File: src/rtl/lsu_pkg.sv
`timescale 1ns/1ps
// Package: shared constants and types for the load/store alignment unit.
// Assumes a 32-bit architectural word made of four byte lanes.
package lsu_pkg;

    localparam int WORD_W  = 32;
    localparam int LANES   = WORD_W / 8;
    localparam int LANE_W  = $clog2(LANES);
    localparam int HALF_W  = WORD_W / 2;

    localparam logic [5:0] OPC_LDB  = 6'h20;
    localparam logic [5:0] OPC_LDBU = 6'h24;
    localparam logic [5:0] OPC_LDH  = 6'h21;
    localparam logic [5:0] OPC_LDHU = 6'h25;
    localparam logic [5:0] OPC_LDW  = 6'h23;
    localparam logic [5:0] OPC_STB  = 6'h28;
    localparam logic [5:0] OPC_STH  = 6'h29;
    localparam logic [5:0] OPC_STW  = 6'h2b;

    typedef enum logic [1:0] {
        SZ_NONE = 2'd0,
        SZ_BYTE = 2'd1,
        SZ_HALF = 2'd2,
        SZ_WORD = 2'd3
    } acc_size_e;

    typedef struct packed {
        logic      is_load;
        logic      is_store;
        logic      sign_ext;
        acc_size_e size;
    } acc_ctl_t;

endpackage

File: src/rtl/lsu_decode.sv
`timescale 1ns/1ps
// Module: lsu_decode
// Turns the 6-bit opcode into access controls (direction, size, extension).
// Assumes unknown opcodes are not memory operations and yield all-zero controls.
module lsu_decode
    import lsu_pkg::*;
(
    input  logic [5:0] opcode,
    output acc_ctl_t   ctl
);

    // Opcode lookup into direction, width and extension kind.
    always_comb begin
        ctl = '{is_load: 1'b0, is_store: 1'b0, sign_ext: 1'b0, size: SZ_NONE};
        unique case (opcode)
            OPC_LDB:  ctl = '{is_load: 1'b1, is_store: 1'b0, sign_ext: 1'b1, size: SZ_BYTE};
            OPC_LDBU: ctl = '{is_load: 1'b1, is_store: 1'b0, sign_ext: 1'b0, size: SZ_BYTE};
            OPC_LDH:  ctl = '{is_load: 1'b1, is_store: 1'b0, sign_ext: 1'b1, size: SZ_HALF};
            OPC_LDHU: ctl = '{is_load: 1'b1, is_store: 1'b0, sign_ext: 1'b0, size: SZ_HALF};
            OPC_LDW:  ctl = '{is_load: 1'b1, is_store: 1'b0, sign_ext: 1'b0, size: SZ_WORD};
            OPC_STB:  ctl = '{is_load: 1'b0, is_store: 1'b1, sign_ext: 1'b0, size: SZ_BYTE};
            OPC_STH:  ctl = '{is_load: 1'b0, is_store: 1'b1, sign_ext: 1'b0, size: SZ_HALF};
            OPC_STW:  ctl = '{is_load: 1'b0, is_store: 1'b1, sign_ext: 1'b0, size: SZ_WORD};
            default:  ;
        endcase
    end

endmodule

File: src/rtl/lsu_addr_gen.sv
`timescale 1ns/1ps
// Module: lsu_addr_gen
// Forms the effective and word addresses and derives the byte lane, the
// halfword side and the misalignment flag from the low address bits.
// Assumes an offset narrower than the address, sign-extended before the add.
module lsu_addr_gen
    import lsu_pkg::*;
#(
    parameter int ADDR_W = 32,
    parameter int OFF_W  = 16
) (
    input  logic [ADDR_W-1:0] base_val,
    input  logic [OFF_W-1:0]  offset,
    input  acc_size_e         size,
    input  logic              big_end,
    output logic [ADDR_W-1:0] eff_addr,
    output logic [ADDR_W-1:0] word_addr,
    output logic [LANE_W-1:0] lane,
    output logic              half_hi,
    output logic              misalign
);

    localparam int EXT_W = ADDR_W - OFF_W;

    logic [ADDR_W-1:0] off_ext;

    // Sign-extend the offset and add it to the base register value.
    always_comb begin
        off_ext   = {{EXT_W{offset[OFF_W-1]}}, offset};
        eff_addr  = base_val + off_ext;
        word_addr = {eff_addr[ADDR_W-1:LANE_W], {LANE_W{1'b0}}};
    end

    // Lane selection; big-endian mirrors the lane index within the word.
    always_comb begin
        lane    = eff_addr[LANE_W-1:0] ^ {LANE_W{big_end}};
        half_hi = eff_addr[LANE_W-1] ^ big_end;
    end

    // Alignment check per access size.
    always_comb begin
        unique case (size)
            SZ_HALF: misalign = eff_addr[0];
            SZ_WORD: misalign = |eff_addr[LANE_W-1:0];
            default: misalign = 1'b0;
        endcase
    end

endmodule

File: src/rtl/lsu_store_lane.sv
`timescale 1ns/1ps
// Module: lsu_store_lane
// Places store data into byte lanes and raises the byte enables.
// Assumes the data is replicated across lanes; only enabled lanes are written.
module lsu_store_lane
    import lsu_pkg::*;
(
    input  logic              is_store,
    input  acc_size_e         size,
    input  logic [LANE_W-1:0] lane,
    input  logic              half_hi,
    input  logic              misalign,
    input  logic [WORD_W-1:0] src_val,
    output logic [WORD_W-1:0] wdata,
    output logic [LANES-1:0]  be,
    output logic              we
);

    logic go;

    // Write strobe: an aligned store only.
    always_comb begin
        go = is_store & ~misalign;
        we = go;
    end

    // Replicate the source value to the access width across the word.
    always_comb begin
        unique case (size)
            SZ_BYTE: wdata = {LANES{src_val[7:0]}};
            SZ_HALF: wdata = {2{src_val[HALF_W-1:0]}};
            default: wdata = src_val;
        endcase
    end

    // One enable per lane, set by size and position.
    for (genvar k = 0; k < LANES; k++) begin : g_be
        localparam logic [LANE_W-1:0] KL = LANE_W'(k);
        localparam logic              KH = (k >= LANES / 2);
        always_comb begin
            unique case (size)
                SZ_BYTE: be[k] = go & (lane == KL);
                SZ_HALF: be[k] = go & (half_hi == KH);
                SZ_WORD: be[k] = go;
                default: be[k] = 1'b0;
            endcase
        end
    end

endmodule

File: src/rtl/lsu_load_lane.sv
`timescale 1ns/1ps
// Module: lsu_load_lane
// Selects the addressed byte/halfword/word from the read word and extends it.
// Assumes the read word is the one at the word-aligned address this cycle.
module lsu_load_lane
    import lsu_pkg::*;
(
    input  logic              is_load,
    input  logic              sign_ext,
    input  acc_size_e         size,
    input  logic [LANE_W-1:0] lane,
    input  logic              half_hi,
    input  logic              misalign,
    input  logic [WORD_W-1:0] rdata,
    output logic [WORD_W-1:0] load_val,
    output logic              re,
    output logic              wr
);

    logic [7:0]        lane_byte [LANES];
    logic [7:0]        sel_b;
    logic [HALF_W-1:0] sel_h;
    logic              go;

    for (genvar k = 0; k < LANES; k++) begin : g_lane
        assign lane_byte[k] = rdata[8*k +: 8];
    end

    // Read request and write-back enable: aligned loads only.
    always_comb begin
        go = is_load & ~misalign;
        re = go;
        wr = go;
    end

    // Pick the byte and halfword candidates.
    always_comb begin
        sel_b = lane_byte[lane];
        sel_h = half_hi ? rdata[WORD_W-1:HALF_W] : rdata[HALF_W-1:0];
    end

    // Extend to the word; zero when no aligned load.
    always_comb begin
        load_val = '0;
        if (go) begin
            unique case (size)
                SZ_BYTE: load_val = {{(WORD_W-8){sign_ext & sel_b[7]}}, sel_b};
                SZ_HALF: load_val = {{(WORD_W-HALF_W){sign_ext & sel_h[HALF_W-1]}}, sel_h};
                default: load_val = rdata;
            endcase
        end
    end

endmodule

File: src/rtl/lsu_align_unit.sv
`timescale 1ns/1ps
// Module: lsu_align_unit (top)
// Decodes a load/store instruction, forms the address, and steers bytes
// between register and memory under a static endianness select.
// Assumes a combinational memory read path; no state is held here.
module lsu_align_unit
    import lsu_pkg::*;
#(
    parameter int OFF_W = 16
) (
    input  logic [31:0] instr,
    input  logic [31:0] base_val,
    input  logic [31:0] src_val,
    input  logic [31:0] mem_rdata,
    input  logic        big_end,
    output logic [4:0]  base_idx,
    output logic [4:0]  data_idx,
    output logic [31:0] eff_addr,
    output logic [31:0] mem_addr,
    output logic [31:0] mem_wdata,
    output logic [3:0]  mem_be,
    output logic        mem_we,
    output logic        mem_re,
    output logic [31:0] load_val,
    output logic        load_wr,
    output logic        misalign
);

    acc_ctl_t          ctl;
    logic [LANE_W-1:0] lane;
    logic              half_hi;
    logic              mis_raw;

    // Split the instruction into its fields.
    always_comb begin
        base_idx = instr[25:21];
        data_idx = instr[20:16];
    end

    lsu_decode u_dec (
        .opcode (instr[31:26]),
        .ctl    (ctl)
    );

    lsu_addr_gen #(.ADDR_W(WORD_W), .OFF_W(OFF_W)) u_addr (
        .base_val  (base_val),
        .offset    (instr[OFF_W-1:0]),
        .size      (ctl.size),
        .big_end   (big_end),
        .eff_addr  (eff_addr),
        .word_addr (mem_addr),
        .lane      (lane),
        .half_hi   (half_hi),
        .misalign  (mis_raw)
    );

    // Flag only applies to real memory operations.
    always_comb misalign = mis_raw & (ctl.is_load | ctl.is_store);

    lsu_store_lane u_st (
        .is_store (ctl.is_store),
        .size     (ctl.size),
        .lane     (lane),
        .half_hi  (half_hi),
        .misalign (misalign),
        .src_val  (src_val),
        .wdata    (mem_wdata),
        .be       (mem_be),
        .we       (mem_we)
    );

    lsu_load_lane u_ld (
        .is_load  (ctl.is_load),
        .sign_ext (ctl.sign_ext),
        .size     (ctl.size),
        .lane     (lane),
        .half_hi  (half_hi),
        .misalign (misalign),
        .rdata    (mem_rdata),
        .load_val (load_val),
        .re       (mem_re),
        .wr       (load_wr)
    );

endmodule

File: config.mk
export PLATFORM = sky130hd
export DESIGN_NAME = lsu_align_unit
export DESIGN_NICKNAME = d
export VERILOG_FILES = /design/src/rtl/lsu_pkg.sv /design/src/rtl/lsu_decode.sv /design/src/rtl/lsu_addr_gen.sv /design/src/rtl/lsu_store_lane.sv /design/src/rtl/lsu_load_lane.sv /design/src/rtl/lsu_align_unit.sv
export SDC_FILE = /design/constraint.sdc
export NUM_CORES = 1
export LEC_CHECK = 0
export ABC_AREA = 1
export CAP_MARGIN = 10
export CORE_ASPECT_RATIO = 0.7
export CORE_MARGIN = 5
export CORE_UTILIZATION = 30
export DETAILED_ROUTE_END_ITERATION = 10
export DONT_BUFFER_PORTS = 1
export PLACE_DENSITY_LB_ADDON = 0.08
export SYNTH_ARGS = -nofsm -noshare
export SYNTH_HDL_FRONTEND = slang
export SYNTH_SLANG_ARGS = --single-unit
export TNS_END_PERCENT = 100
File: constraint.sdc
create_clock -name vclk -period 5.1
set_input_delay 0.51 -clock vclk [all_inputs]
set_output_delay 0.51 -clock vclk [all_outputs]
set_load 0.02 [all_outputs]
Word-level counts from Yosys, hierarchy flattened
Cells that the tools add are included.
{"block": "totals", "out_inout_bits": 146, "register_bits": 0, "elab_cells": 48}
{"block": "op_classes", "n_mux": 13, "order_cmp": 1, "addsub": 1, "eq_ne": 14, "reduce_logical": 2, "bitwise": 17}
{"operator": "$pmux 32 s2", "n": 2}
{"operator": "$eq 6x6->1 const B", "n": 8}
{"operator": "$pmux 5 s8", "n": 1}
{"operator": "$add 32x32->32", "n": 1}
{"operator": "$mux 32", "n": 1}
{"operator": "$bmux 8 s2", "n": 1}
{"operator": "$mux 16", "n": 1}
{"operator": "$mux 8", "n": 2}
{"operator": "$pmux 1 s3", "n": 4}
{"operator": "$and 1x1->1", "n": 11}
{"operator": "$eq 2x2->1 const B", "n": 4}
{"operator": "$eq 2x1->1 const B", "n": 2}
{"operator": "$ge 3x3->1 const B", "n": 1}
{"operator": "$not 2->3", "n": 1}
{"operator": "$logic_not 2->1", "n": 1}
{"operator": "$not 1->1", "n": 2}
{"operator": "$pmux 1 s2", "n": 1}
{"operator": "$reduce_or 2->1", "n": 1}
{"operator": "$xor 2x2->2", "n": 1}
{"operator": "$or 1x1->1", "n": 1}
{"operator": "$xor 1x1->1", "n": 1}

Depth between registers and ports, before layout
{"block": "logic_depth", "depth_word": 9, "ltp_mapped": 15}

Cells and area by module
Synthesis repeated with hierarchy kept, for this count alone.
{"block": "hier_totals", "hier_cells": 931, "area_unflattened_um2": 4609.4}
{"module": "lsu_addr_gen", "cells_each": 544, "n_inst": 1, "area_each_um2": 2655.0}
{"module": "lsu_load_lane", "cells_each": 214, "n_inst": 1, "area_each_um2": 1096.1}
{"module": "lsu_store_lane", "cells_each": 134, "n_inst": 1, "area_each_um2": 610.6}
{"module": "lsu_decode", "cells_each": 26, "n_inst": 1, "area_each_um2": 161.4}
{"module": "lsu_align_unit", "cells_each": 13, "n_inst": 1, "area_each_um2": 86.3}

Worst setup path after synthesis
Ideal clock, no wire load.
{"block": "synth_path", "kind": "input to output", "from": "input instr[27]", "to": "output mem_wdata[16]", "slack_ns": 1.901, "arrival_time_ns": 2.689, "required_time_ns": 4.590, "cell_stages": 12, "cell_sequence": "nand2_1 -> inv_1 -> or2_2 -> a21oi_1 -> inv_1 -> ha_1 -> clkbuf_1 -> inv_1 -> buf_2 -> clkbuf_1 -> nand2_1 -> o21ai_0"}
{"block": "synth_via", "elab_chain_len": 4, "word_cells_on_any_way": 12, "classes_between": "10 x eq/ne; 2 x mux"}
{"element": "from (decl)", "line": "lsu_align_unit.sv:11", "source": "input logic [31:0] instr,"}
{"element": "$eq 6x6->1", "line": "lsu_decode.sv:15", "source": "unique case (opcode)"}
{"element": "$pmux 5 s8 (*)", "line": "lsu_decode.sv:15"}
{"element": "$eq 2x2->1 or $eq 2x1->1 (tied branches)", "line": "lsu_store_lane.sv:29", "source": "unique case (size)"}
{"element": "$pmux 32 s2 (*)", "line": "lsu_store_lane.sv:29"}
{"element": "to (decl)", "line": "lsu_align_unit.sv:20", "source": "output logic [31:0] mem_wdata,"}
Mark *: on every way between the ends. The rest lies on a longest branch, timed or not.

Final worst setup path
{"block": "layout_path", "from": "input instr[0]", "to": "output load_val[7]"}
{"block": "layout_via", "elab_chain_len": 8, "word_cells_on_any_way": 15, "classes_between": "1 x add/sub; 7 x mux; 6 x bitwise; 1 x reduce/logical"}
{"element": "$add 32x32->32 (*)", "line": "lsu_addr_gen.sv:30", "source": "eff_addr = base_val + off_ext;"}
{"element": "net eff_addr[1]", "line": "lsu_align_unit.sv:18", "source": "output logic [31:0] eff_addr,"}
{"element": "$xor 2x2->2", "line": "lsu_addr_gen.sv:36", "source": "lane = eff_addr[LANE_W-1:0] ^ {LANE_W{big_end}};"}
{"element": "$not 2->3 (not written as such)", "line": "lsu_load_lane.sv:38", "source": "sel_b = lane_byte[lane];"}
{"element": "$bmux 8 s2", "line": "lsu_load_lane.sv:38"}
{"element": "$mux 8 (not written as such) (2 in series)", "line": "lsu_load_lane.sv:38"}
{"element": "$pmux 32 s2", "line": "lsu_load_lane.sv:46", "source": "unique case (size)"}
{"element": "$mux 32 (*)", "line": "lsu_load_lane.sv:45", "source": "if (go) begin"}
{"element": "to (decl)", "line": "lsu_align_unit.sv:24", "source": "output logic [31:0] load_val,"}
The timed path passes the listed nets; every way through them passes the cells marked *. The select of a mux whose other input is x is not followed.

==> run summary <==
- Worst Hold Class: in -> out
- final hold slack: 1.020 ns
- finished layout cell area: 0.004205 mm²
- final number of setup-violating endpoints: 0
- status: complete, no violations
- post-synth top area cell: sky130_fd_sc_hd__nand2_1
- layout overhead on the synthesized area: -3.972%
- vias per std cell: 5.042
- reported leakage power: 2.538 nW
- GR met1 Demand/Resource: 0.2928
- drt first pass iters: 7
- largest net degree at the start of global routing: 34
- buffers and inverters on the worst path: 2
- overall overflow remaining after global route: 0
- largest incremental delay on the critical path: 0.70 ns
- count of nets left with antenna violations after detail routing: 0
- part of the total power dissipated in sequential elements: 0
- critical path start-end classification: in -> out
- number of nets in the final layout: 992
- number of gates resized after cts: 0
- Top Usage Layer GRT: met2
- relative slew slack: 0.3469
- launch instance of the worst min-delay path: instr[24]
- number of global-route vias before repair: 4749
- mean instance size in the synthesized netlist: 4.937 µm²
- overall die area: 0.01715 mm²
- share of the cycle needed by the critical path after routing: 0.7570
- net switching power: 0.0004842 W
- CTS Hold Buffers Added: 0
- cells taking the most area after synthesis: sky130_fd_sc_hd__nand2_1, sky130_fd_sc_hd__inv_1, sky130_fd_sc_hd__ha_1, sky130_fd_sc_hd__buf_4, sky130_fd_sc_hd__nor2_1
- share of total power in combinational logic: 1.000
- Total Power Consumption: 0.0006237 W
- highest-delay cell along the critical path: sky130_fd_sc_hd__fa_1
- number of remaining DRC errors: 0
- DR iter-0 viols: 417
- global-route met3 utilization: 0.03121
- max-slew violations: 0
- Yosys Warn Count: 0
- Cell Area, Synth: 0.004379 mm²
- FFs & Latches: 0
- list of cells traversed by the critical path: ha_1, fa_1, inv_1, nand2_1, nand2_2, inv_2, nand2_1, nor2_1, nor2_1, a21oi_1
- number of hold-slack violations in the final timing report: 0
- endpoint type of the worst setup path: output port
- transition time at the pin with the least slew margin: 0.9764 ns
- final-layout clock buffer total: 0
- clock network power share: 0
- Data required, critical path: 4.59 ns
- CP Launch Point: instr[0]
- GRT Util Overall: 0.1988
- met2 demand-to-capacity share in global routing: 0.3006
- switching portion of total power: 0.7763
- fraction of synthesized cell area taken by the top area cell type: 0.2889
- number of core rows: 37
- Area after DPL: 0.004205 mm²
- final worst path period need: 3.861 ns
- share of post-route cells with drive strength above 1: 0.04364
- total placed cells including tap cells: 1020
- I/O Pins: 275
- count of placed standard cells in the final layout, fillers left out: 1020
- number of distinct standard cells referenced by the synthesized netlist: 36
- initial antenna violation count: 0
- post-synthesis cell count: 887
- VDD IR max: 0.06820 mV
- unrepaired setup endpoints after global routing: no
- core region area: 0.01449 mm²
- arrival time of the worst setup path: 3.35 ns
- count of buffers inserted at the top-level ports: 0
- final weighted congestion in routability-driven placement: 0.9282
- family with the most delay on the worst path: adder cells
- Die Wd: 154.4 µm
- number of vias in the routed layout: 5143
- Inserted Diodes: 0
- cell-internal power: 0.0001395 W
- Worst Path Max Fanout: 21
- Sum Neg Setup Slack: 0 ns
- sequential fraction of the synthesis area: 0
- chip height: 111.1 µm
- total power per unit cell area: 148.3 mW/mm²
- achievable frequency: 259.0 MHz
- Initial Util: 0.3022
- final WL: 18250 µm
- routed len/inst: 17.89 µm
- detailed placer's ending HPWL: 15900 µm
- register area: 0 µm²
- # Post-CTS Setup Buffers: 0
- global-route wire length before repair: 27990 µm
- crit path launch type: input port
- number of maximum-capacitance violations: 0
cells in the final DEF (no fill, tap or decap), types with 2 or more instances in the layout:
| master | n |
|---|---|
| sky130_fd_sc_hd__nand2_1 | 337 |
| sky130_fd_sc_hd__buf_4 | 10 |
| sky130_fd_sc_hd__inv_1 | 148 |
| sky130_fd_sc_hd__nor2_4 | 11 |
| sky130_fd_sc_hd__nand3_1 | 46 |
| sky130_fd_sc_hd__o21ai_1 | 5 |
| sky130_fd_sc_hd__ha_1 | 35 |
| sky130_fd_sc_hd__a31oi_1 | 13 |
| sky130_fd_sc_hd__nand2_2 | 4 |
| sky130_fd_sc_hd__a21oi_1 | 34 |
| sky130_fd_sc_hd__o21ai_0 | 37 |
| sky130_fd_sc_hd__nand4_1 | 4 |
| sky130_fd_sc_hd__nand3b_1 | 2 |
| sky130_fd_sc_hd__nor2_1 | 84 |
| sky130_fd_sc_hd__or2_2 | 2 |
| sky130_fd_sc_hd__o21bai_1 | 2 |
| sky130_fd_sc_hd__nor3_1 | 6 |
| sky130_fd_sc_hd__a32oi_1 | 8 |
| sky130_fd_sc_hd__o22ai_1 | 7 |
| sky130_fd_sc_hd__inv_2 | 3 |
| sky130_fd_sc_hd__xor2_1 | 15 |
| sky130_fd_sc_hd__conb_1 | 2 |
final timing paths:
| check | slack (ns) | end | cells past startpoint |
|---|---|---|---|
| hold / removal | 1.02 | base_idx[3] | 0 |
| setup / recovery | 1.24 | load_val[7] | 10 |
logic make-up (layout without fill, tap and decap cells):
logic type / after synthesis / count (layout) / synth area share
buf+inv: 225 / 162 / 0.2437
compound gates: 109 / 109 / 0.1414
xor+xnor: 16 / 16 / 0.03200
simple gates: 500 / 500 / 0.4774
fa+ha+maj: 36 / 36 / 0.1046
other cells: 1 / 2 / 0.0008563
cells in the mapped netlist (2+ instances only):
| library cell | number |
|---|---|
| sky130_fd_sc_hd__nand2_1 | 337 |
| sky130_fd_sc_hd__inv_1 | 148 |
| sky130_fd_sc_hd__nor2_1 | 84 |
| sky130_fd_sc_hd__buf_4 | 51 |
| sky130_fd_sc_hd__nand3_1 | 46 |
| sky130_fd_sc_hd__o21ai_0 | 37 |
| sky130_fd_sc_hd__ha_1 | 35 |
| sky130_fd_sc_hd__a21oi_1 | 34 |
| sky130_fd_sc_hd__xor2_1 | 15 |
| sky130_fd_sc_hd__clkbuf_1 | 14 |
| sky130_fd_sc_hd__a31oi_1 | 13 |
| sky130_fd_sc_hd__nor2_4 | 11 |
| sky130_fd_sc_hd__a32oi_1 | 8 |
| sky130_fd_sc_hd__o22ai_1 | 7 |
| sky130_fd_sc_hd__buf_2 | 6 |
| sky130_fd_sc_hd__nor3_1 | 6 |
| sky130_fd_sc_hd__o21ai_1 | 5 |
| sky130_fd_sc_hd__nand2_2 | 4 |
| sky130_fd_sc_hd__nand4_1 | 4 |
| sky130_fd_sc_hd__inv_2 | 3 |
| sky130_fd_sc_hd__nand3b_1 | 2 |
| sky130_fd_sc_hd__o21bai_1 | 2 |
| sky130_fd_sc_hd__or2_2 | 2 |
through the flow:
stage,util,worst slack (ns)
floorplan,-,1.901
global placement,0.2902,1.332
detailed placement,0.2902,1.278
CTS,0.2902,1.275
global route,0.2902,0.9511
finish,0.2902,1.239
power groups by stage:
| stage | sequential [W] | combinational (W) | clock [W] |
|---|---|---|---|
| 6_report | 0 | 0.000624 | 0 |
| 5_1_grt | 0 | 0.000693 | 0 |
| 4_1_cts | 0 | 0.000623 | 0 |
| 3_5_place_dp | 0 | 0.000621 | 0 |
| 3_3_place_gp | 0 | 0.000619 | 0 |
| 2_1_floorplan | 0 | 0.000595 | 0 |
area by class of cell:
cell class | instances | area [µm²]
Timing Repair Buffer | 10 | 75.07
Multi-Input combinational cell | 663 | 3316
Fill cell | 1706 | 10280
Tap cell | 195 | 244.0
Inverter | 152 | 570.5
metal layers:
| layer | vias to the layer above | part of all wire |
|---|---|---|
| li1 | 2568 | - |
| met1 | 2277 | 0.48 |
| met2 | 262 | 0.40 |
| met3 | 36 | 0.081 |
| met4 | 0 | 0.031 |
| met5 | - | 0 |
Power figures use the tool's default switching activity.
